$ cat config.mk
export PLATFORM = sky130hd
export DESIGN_NAME = ledr_out_conv
export DESIGN_NICKNAME = d
export VERILOG_FILES = /design/src/rtl/ledr_conv_pkg.sv /design/src/rtl/tok_phase_latch.sv /design/src/rtl/ledr_bit_enc.sv /design/src/rtl/cel_tree.sv /design/src/rtl/ledr_out_conv.sv
export SDC_FILE = /design/constraint.sdc
export NUM_CORES = 1
export LEC_CHECK = 0
export ABC_AREA = 1
export BUFFER_PORTS_ARGS = -buffer_cell sky130_fd_sc_hd__buf_4
export CORE_MARGIN = 4
export CORE_UTILIZATION = 40
export CTS_BUF_LIST = sky130_fd_sc_hd__clkbuf_4
export CTS_CLUSTER_SIZE = 28
export DETAILED_ROUTE_END_ITERATION = 16
export GPL_TIMING_DRIVEN = 0
export PLACE_DENSITY_LB_ADDON = 0.08
export SYNTH_ARGS = -nofsm -noshare
export SYNTH_HDL_FRONTEND = slang
export SYNTH_HIERARCHICAL = 1
export SYNTH_SLANG_ARGS = --single-unit
$ cat constraint.sdc
create_clock -name clk -period 1.3 [get_ports clk]
set_clock_uncertainty 0.05 [all_clocks]
set_input_delay 0.26 -clock clk [delete_from_list [all_inputs] [get_ports clk]]
set_output_delay 0.26 -clock clk [all_outputs]
set_load 0.05 [all_outputs]
$ cat src/rtl/ledr_conv_pkg.sv
// Package: shared types and helpers for the dual-rail to LEDR output converter.
// Assumes nothing beyond the default widths set by the top module.
package ledr_conv_pkg;

    // Word-level completion state as seen by a C-element style tree.
    typedef enum logic [1:0] {
        CT_NONE  = 2'b00,   // every input low
        CT_MIXED = 2'b01,   // inputs disagree
        CT_ALL   = 2'b10    // every input high
    } ctree_state_e;

    // One LEDR-encoded bit.
    typedef struct packed {
        logic data;
        logic par;
    } ledr_bit_t;

    // Re-encode an evaluated value into an LEDR pair for the given phase.
    function automatic ledr_bit_t ledr_encode(input logic value, input logic phase);
        ledr_bit_t r;
        r.data = value;
        r.par  = value ^ phase;
        return r;
    endfunction

endpackage

$ cat src/rtl/tok_phase_latch.sv
// Module: token-phase register. It follows the incoming token phase while the
// function block is idle, and it is closed while word completion is flagged.
// Assumes: phase_in is stable from the cycle before the first rail rises.
module tok_phase_latch (
    input  logic clk,
    input  logic rst_n,
    input  logic phase_in,
    input  logic closed,
    output logic phase_o
);

    // Capture the new phase only while the four-phase side is quiescent.
    always_ff @(posedge clk) begin
        if (!rst_n) begin
            phase_o <= 1'b0;
        end else if (!closed) begin
            phase_o <= phase_in;
        end
    end

    // the phase cannot move while completion is flagged.
    a_r5_closed_hold: assert property (@(posedge clk) disable iff (!rst_n)
        closed |=> $stable(phase_o));

    // while open, the register follows its input one edge later.
    a_r5_open_follow: assert property (@(posedge clk) disable iff (!rst_n)
        !closed |=> (phase_o == $past(phase_in)));

endmodule

$ cat src/rtl/ledr_bit_enc.sv
// Module: one-bit four-phase dual-rail to LEDR encoder. It sets or clears the
// data wire when a rail rises, holds through the spacer, and writes parity
// from the value and the latched token phase.
// Assumes: tok_phase settled at least one edge before either rail rises.
module ledr_bit_enc
    import ledr_conv_pkg::*;
(
    input  logic clk,
    input  logic rst_n,
    input  logic rail_t,
    input  logic rail_f,
    input  logic tok_phase,
    output logic data_o,
    output logic par_o
);

    ledr_bit_t cur_q;
    logic      eval_ok;

    // A legal evaluated code has exactly one rail high.
    always_comb begin
        eval_ok = rail_t ^ rail_f;
    end

    // Re-encode on a legal code; hold during the spacer or an illegal code.
    always_ff @(posedge clk) begin
        if (!rst_n) begin
            cur_q <= '0;
        end else if (eval_ok) begin
            cur_q <= ledr_encode(rail_t, tok_phase);
        end
    end

    assign data_o = cur_q.data;
    assign par_o  = cur_q.par;

    // the true rail drives a 1 and the false rail drives a 0.
    a_r1_true_sets: assert property (@(posedge clk) disable iff (!rst_n)
        (rail_t && !rail_f) |=> data_o);
    a_r1_false_clears: assert property (@(posedge clk) disable iff (!rst_n)
        (rail_f && !rail_t) |=> !data_o);

    // the phase of the new pair matches the token phase.
    a_r3_phase_match: assert property (@(posedge clk) disable iff (!rst_n)
        (rail_t ^ rail_f) |=> ((data_o ^ par_o) == $past(tok_phase)));

    // the spacer leaves both wires untouched.
    a_r2_spacer_hold: assert property (@(posedge clk) disable iff (!rst_n)
        (!rail_t && !rail_f) |=> ($stable(data_o) && $stable(par_o)));

    // an illegal code leaves both wires untouched.
    a_r8_illegal_hold: assert property (@(posedge clk) disable iff (!rst_n)
        (rail_t && rail_f) |=> ($stable(data_o) && $stable(par_o)));

endmodule

$ cat src/rtl/cel_tree.sv
// Module: registered C-element reduction over W inputs. The output rises when
// every input is high, falls when every input is low, and holds otherwise.
// Assumes: W >= 1.
module cel_tree
    import ledr_conv_pkg::*;
#(
    parameter int W = 8
) (
    input  logic         clk,
    input  logic         rst_n,
    input  logic [W-1:0] vec,
    output logic         done
);

    ctree_state_e st;

    // Classify the input vector as all-high, all-low or mixed.
    always_comb begin
        if (&vec)       st = CT_ALL;
        else if (~|vec) st = CT_NONE;
        else            st = CT_MIXED;
    end

    // Update the output only when the inputs agree.
    always_ff @(posedge clk) begin
        if (!rst_n) begin
            done <= 1'b0;
        end else begin
            case (st)
                CT_ALL:  done <= 1'b1;
                CT_NONE: done <= 1'b0;
                default: done <= done;
            endcase
        end
    end

    // rising on full agreement, falling on full clear, else holding.
    a_r6_all_high: assert property (@(posedge clk) disable iff (!rst_n)
        (&vec) |=> done);
    a_r6_all_low: assert property (@(posedge clk) disable iff (!rst_n)
        (~|vec) |=> !done);
    a_r7_mixed_hold: assert property (@(posedge clk) disable iff (!rst_n)
        (!(&vec) && (|vec)) |=> $stable(done));

endmodule

$ cat src/rtl/ledr_out_conv.sv
// Module: top of the dual-rail to LEDR output converter. It holds one encoder
// per bit, a four-phase completion tree, an LEDR completion tree fed by
// per-bit XOR of the outputs, and the token-phase register.
// Assumes: the function block returns to the spacer after each token, and
// in_phase changes only while the word is in the spacer.
module ledr_out_conv #(
    parameter int N = 8
) (
    input  logic         clk,
    input  logic         rst_n,
    input  logic [N-1:0] fp_true,
    input  logic [N-1:0] fp_false,
    input  logic         in_phase,
    output logic [N-1:0] ledr_data,
    output logic [N-1:0] ledr_par,
    output logic         tok_phase,
    output logic         fp_done,
    output logic         ledr_done
);

    localparam int LAST = N - 1;

    logic [N-1:0] bit_fp_cd;
    logic [N-1:0] bit_ledr_cd;

    // Phase register, closed while word completion is flagged.
    tok_phase_latch u_phase (
        .clk      (clk),
        .rst_n    (rst_n),
        .phase_in (in_phase),
        .closed   (fp_done),
        .phase_o  (tok_phase)
    );

    // One encoder and two per-bit detectors for each bit.
    for (genvar i = 0; i <= LAST; i++) begin : g_bit
        ledr_bit_enc u_enc (
            .clk       (clk),
            .rst_n     (rst_n),
            .rail_t    (fp_true[i]),
            .rail_f    (fp_false[i]),
            .tok_phase (tok_phase),
            .data_o    (ledr_data[i]),
            .par_o     (ledr_par[i])
        );

        // Per-bit completion for both encodings.
        always_comb begin
            bit_fp_cd[i]   = fp_true[i] | fp_false[i];
            bit_ledr_cd[i] = ledr_data[i] ^ ledr_par[i];
        end
    end

    // Word-level four-phase completion.
    cel_tree #(.W(N)) u_fp_cd (
        .clk   (clk),
        .rst_n (rst_n),
        .vec   (bit_fp_cd),
        .done  (fp_done)
    );

    // Word-level LEDR output completion.
    cel_tree #(.W(N)) u_ledr_cd (
        .clk   (clk),
        .rst_n (rst_n),
        .vec   (bit_ledr_cd),
        .done  (ledr_done)
    );

    // a bit's outputs can move while the word is not yet complete.
    a_r4_no_word_wait: assert property (@(posedge clk) disable iff (!rst_n)
        (!fp_done && ((fp_true[0] ^ fp_false[0]) && !(&bit_fp_cd)))
            |=> (ledr_data[0] == $past(fp_true[0])));

endmodule

==> results.sh <==
export IMPL_drt_wirelength_per_cell_um=8.50
export IMPL_io_buffers=37
export IMPL_synth_compound_area_share_pct=8.54
export IMPL_setup_tns_ps=0
export IMPL_first_global_vias=1055
export IMPL_synth_top_family_by_area="simple AND/OR/NAND/NOR gates"
export IMPL_worstPathRequired_ps=990
export IMPL_placed_cells=293
export IMPL_gp_congestion=0.728
export IMPL_yosys_top_cells_area="dfxtp_1, nand2_1, inv_1"
export IMPL_rows=20
export IMPL_synth_seq_area_share_pct=30.2
export IMPL_fp_dieW_um=64.1
export IMPL_ctsHoldBuffers=0
export IMPL_worst_pin_slew_ps=182
export IMPL_wl_met2_mm=1.17
export IMPL_crit_buf_inv=1
export IMPL_power_density_mw_per_mm2=922
export IMPL_area_growth_pct=31.1
export IMPL_hp_class="in -> reg"
export IMPL_drc=0
export IMPL_fin_crit_sh_pct=93.8
export IMPL_drive_above_1_share_pct=33.9
export IMPL_netlist_area_mm2=0.00126
export IMPL_dieHeight_um=64.1
export IMPL_track_usage_pct=13.2
export IMPL_syn_inst=212
export IMPL_synth_simple_area_share_pct=44.9
export IMPL_hold_viol=0
export IMPL_sequentialPowerShare_pct=44.5
export IMPL_vias=1235
export IMPL_r2r_cells=7
export IMPL_met1_length_mm=1.22
export IMPL_clkPwrFrac_pct=20.7
export IMPL_drt_pre_antenna_iters=4
export IMPL_n_fill_cell=320
export IMPL_yosys_warnings=6
export IMPL_timing_critical_path_fanout_max=4
export IMPL_synth_xor_area_share_pct=0
export IMPL_start_kind="flop"
export IMPL_layout_cells_non_filler=298
export IMPL_antenna_cells=0
export IMPL_io_pins=38
export IMPL_yosysTopAreaCell="dfxtp_1"
export IMPL_viasPerCell=4.14
export IMPL_layout_common_cells="nand2_1, inv_1, buf_4, nand2_2, a21oi_1"
export IMPL_p_switching_uw=560
export IMPL_rsz0062_at_grt="no"
export IMPL_clk_pin_slew_worst_paths_ps=100
export IMPL_dpl_hpwl_mm=2.03
export IMPL_worstHoldPathCells=3
export IMPL_preCtsSetupSlack_ps=-40.6
export IMPL_fmax_ghz=0.820
export IMPL_crit_chain="buf_4"
export IMPL_fin_nets=274
export IMPL_ys_ff_latch=19
export IMPL_cts_sinks=19
export IMPL_swShare_pct=36.8
export IMPL_drt_total_wl_mm=2.53
export IMPL_setup_viol=0
export IMPL_slew_headroom_pct=87.9
export IMPL_core_area_mm2=0.00303
export IMPL_clockBufferDepth=2
export IMPL_crit_family="flip-flops"
export IMPL_maxSlewViolCount=0
export IMPL_first_iter_violations=43
export IMPL_dieArea_mm2=0.00411
export IMPL_grt_max_degree=18
export IMPL_p_leak_uw=0.000889
export IMPL_clk_latency_ps=290
export IMPL_slowest_delay_ps=400
export IMPL_mostFrequentLayoutCell="nand2_1"
export IMPL_synth_cell_types=13
export IMPL_min_period_ps=1220
export IMPL_antenna_found_initial=0
export IMPL_crit_type="reg -> out"
export IMPL_critPathArrivalTime_ps=910
export IMPL_start_util_pct=41.6
export IMPL_combPwrFrac_pct=34.8
export IMPL_cts_root_buffer="clkbuf_4"
export IMPL_path_depth=1
export IMPL_worst_ir_drop_vdd_mv=0.372
export IMPL_synthAdderAreaFrac_pct=0
export IMPL_outcome="completed"
export IMPL_drv_cap=0
export IMPL_route_top_layer_used="met4"
export IMPL_gr_total_overflow=0
export IMPL_cts_made_buffers=3
export IMPL_endpoint_kind="primary output"
export IMPL_synth_mux_area_share_pct=0
export IMPL_synth_net_count=231
export IMPL_cell_internal_pwr_uw=963
export IMPL_crit_path_top_delay_cell="dfxtp_1"
export IMPL_syn_avg_cell_area_um2=5.94
export IMPL_synth_top_cell_area_share_pct=30.2
export IMPL_grt_pass1_wl_mm=4.38
export IMPL_met3WireLength_um=124
export IMPL_tritoncts="yes"
export IMPL_ant_nets=0
export IMPL_setup_ws_ps=80.3
export IMPL_h_tree_depth=1
synthesized netlist by cell type:
master    n
nor2_2    1
or2_1     8
nand3_2   8
dfxtp_1  19
inv_2     2
nand2_2  16
nor2_1   11
a21oi_2   2
o21ai_1   2
inv_1    53
nand2_1  66
a21oi_1  16
nand3_1   8
sequential cells by signal, indices dropped and copies added (netlist names):
name                flops
u_phase/phase_o         1
u_fp_cd/done            1
g_bit.u_enc/par_o       8
u_ledr_cd/done          1
g_bit.u_enc/data_o      8
final timing paths:
path	from	slack, ps	endpoint
setup reg to reg	g_bit[3].u_enc/par_o	250	u_ledr_cd/done
hold / removal	in_phase	140	u_phase/phase_o
hold reg to reg	g_bit[0].u_enc/par_o	440	g_bit[0].u_enc/par_o
setup / recovery	g_bit[2].u_enc/data_o	80	ledr_data[2]
layer usage:
metal  track usage (%)  vias to the layer above
met5                 0                        -
met1              16.5                      508
met2              23.0                       22
li1                  -                      703
met3              2.99                        2
met4              3.17                        0
power groups by stage:
stage                     clock, uW  sequential, uW  combinational, uW
after floorplan                   0             841                213
after global placement            0             703                515
after detailed placement          0             703                520
after CTS                       332             679                536
after global routing            347             689                587
final                           315             678                529
logic make-up after synthesis:
kind of cell           after synthesis
buffers and inverters               55
and+or+nand+nor                    118
DFF                                 19
AOI/OAI and AO/OA                   20
final cells by class:
cell class | count | area (um2) | share of cell area, %
Multi-Input combinational cell | 138 | 673 | 40.8
Sequential cell | 19 | 402 | 24.3
Timing Repair Buffer | 38 | 285 | 17.3
Inverter | 55 | 206 | 12.5
Tap cell | 44 | 55.1 | 3.33
Clock buffer | 4 | 30.0 | 1.82
per-stage QoR:
step / hold WS (ps) / cell area (um2) / power (uW) / util, %
2_1_floorplan: 334 / 1280 / 1050 / -
3_3_place_gp: 428 / 1610 / 1220 / 53.1
3_5_place_dp: 428 / 1610 / 1220 / 53.1
4_1_cts: 128 / 1650 / 1550 / 54.5
5_1_grt: 127 / 1650 / 1620 / 54.5
6_report: 144 / 1650 / 1520 / 54.5
what timing repair did:
| action | CTS | global route |
|---|---|---|
| setup endpoints to repair | 1 | 1 |
| buffers inserted | 1 | 0 |
| resized for setup | 2 | 1 |
Power figures use the tool's default switching activity.
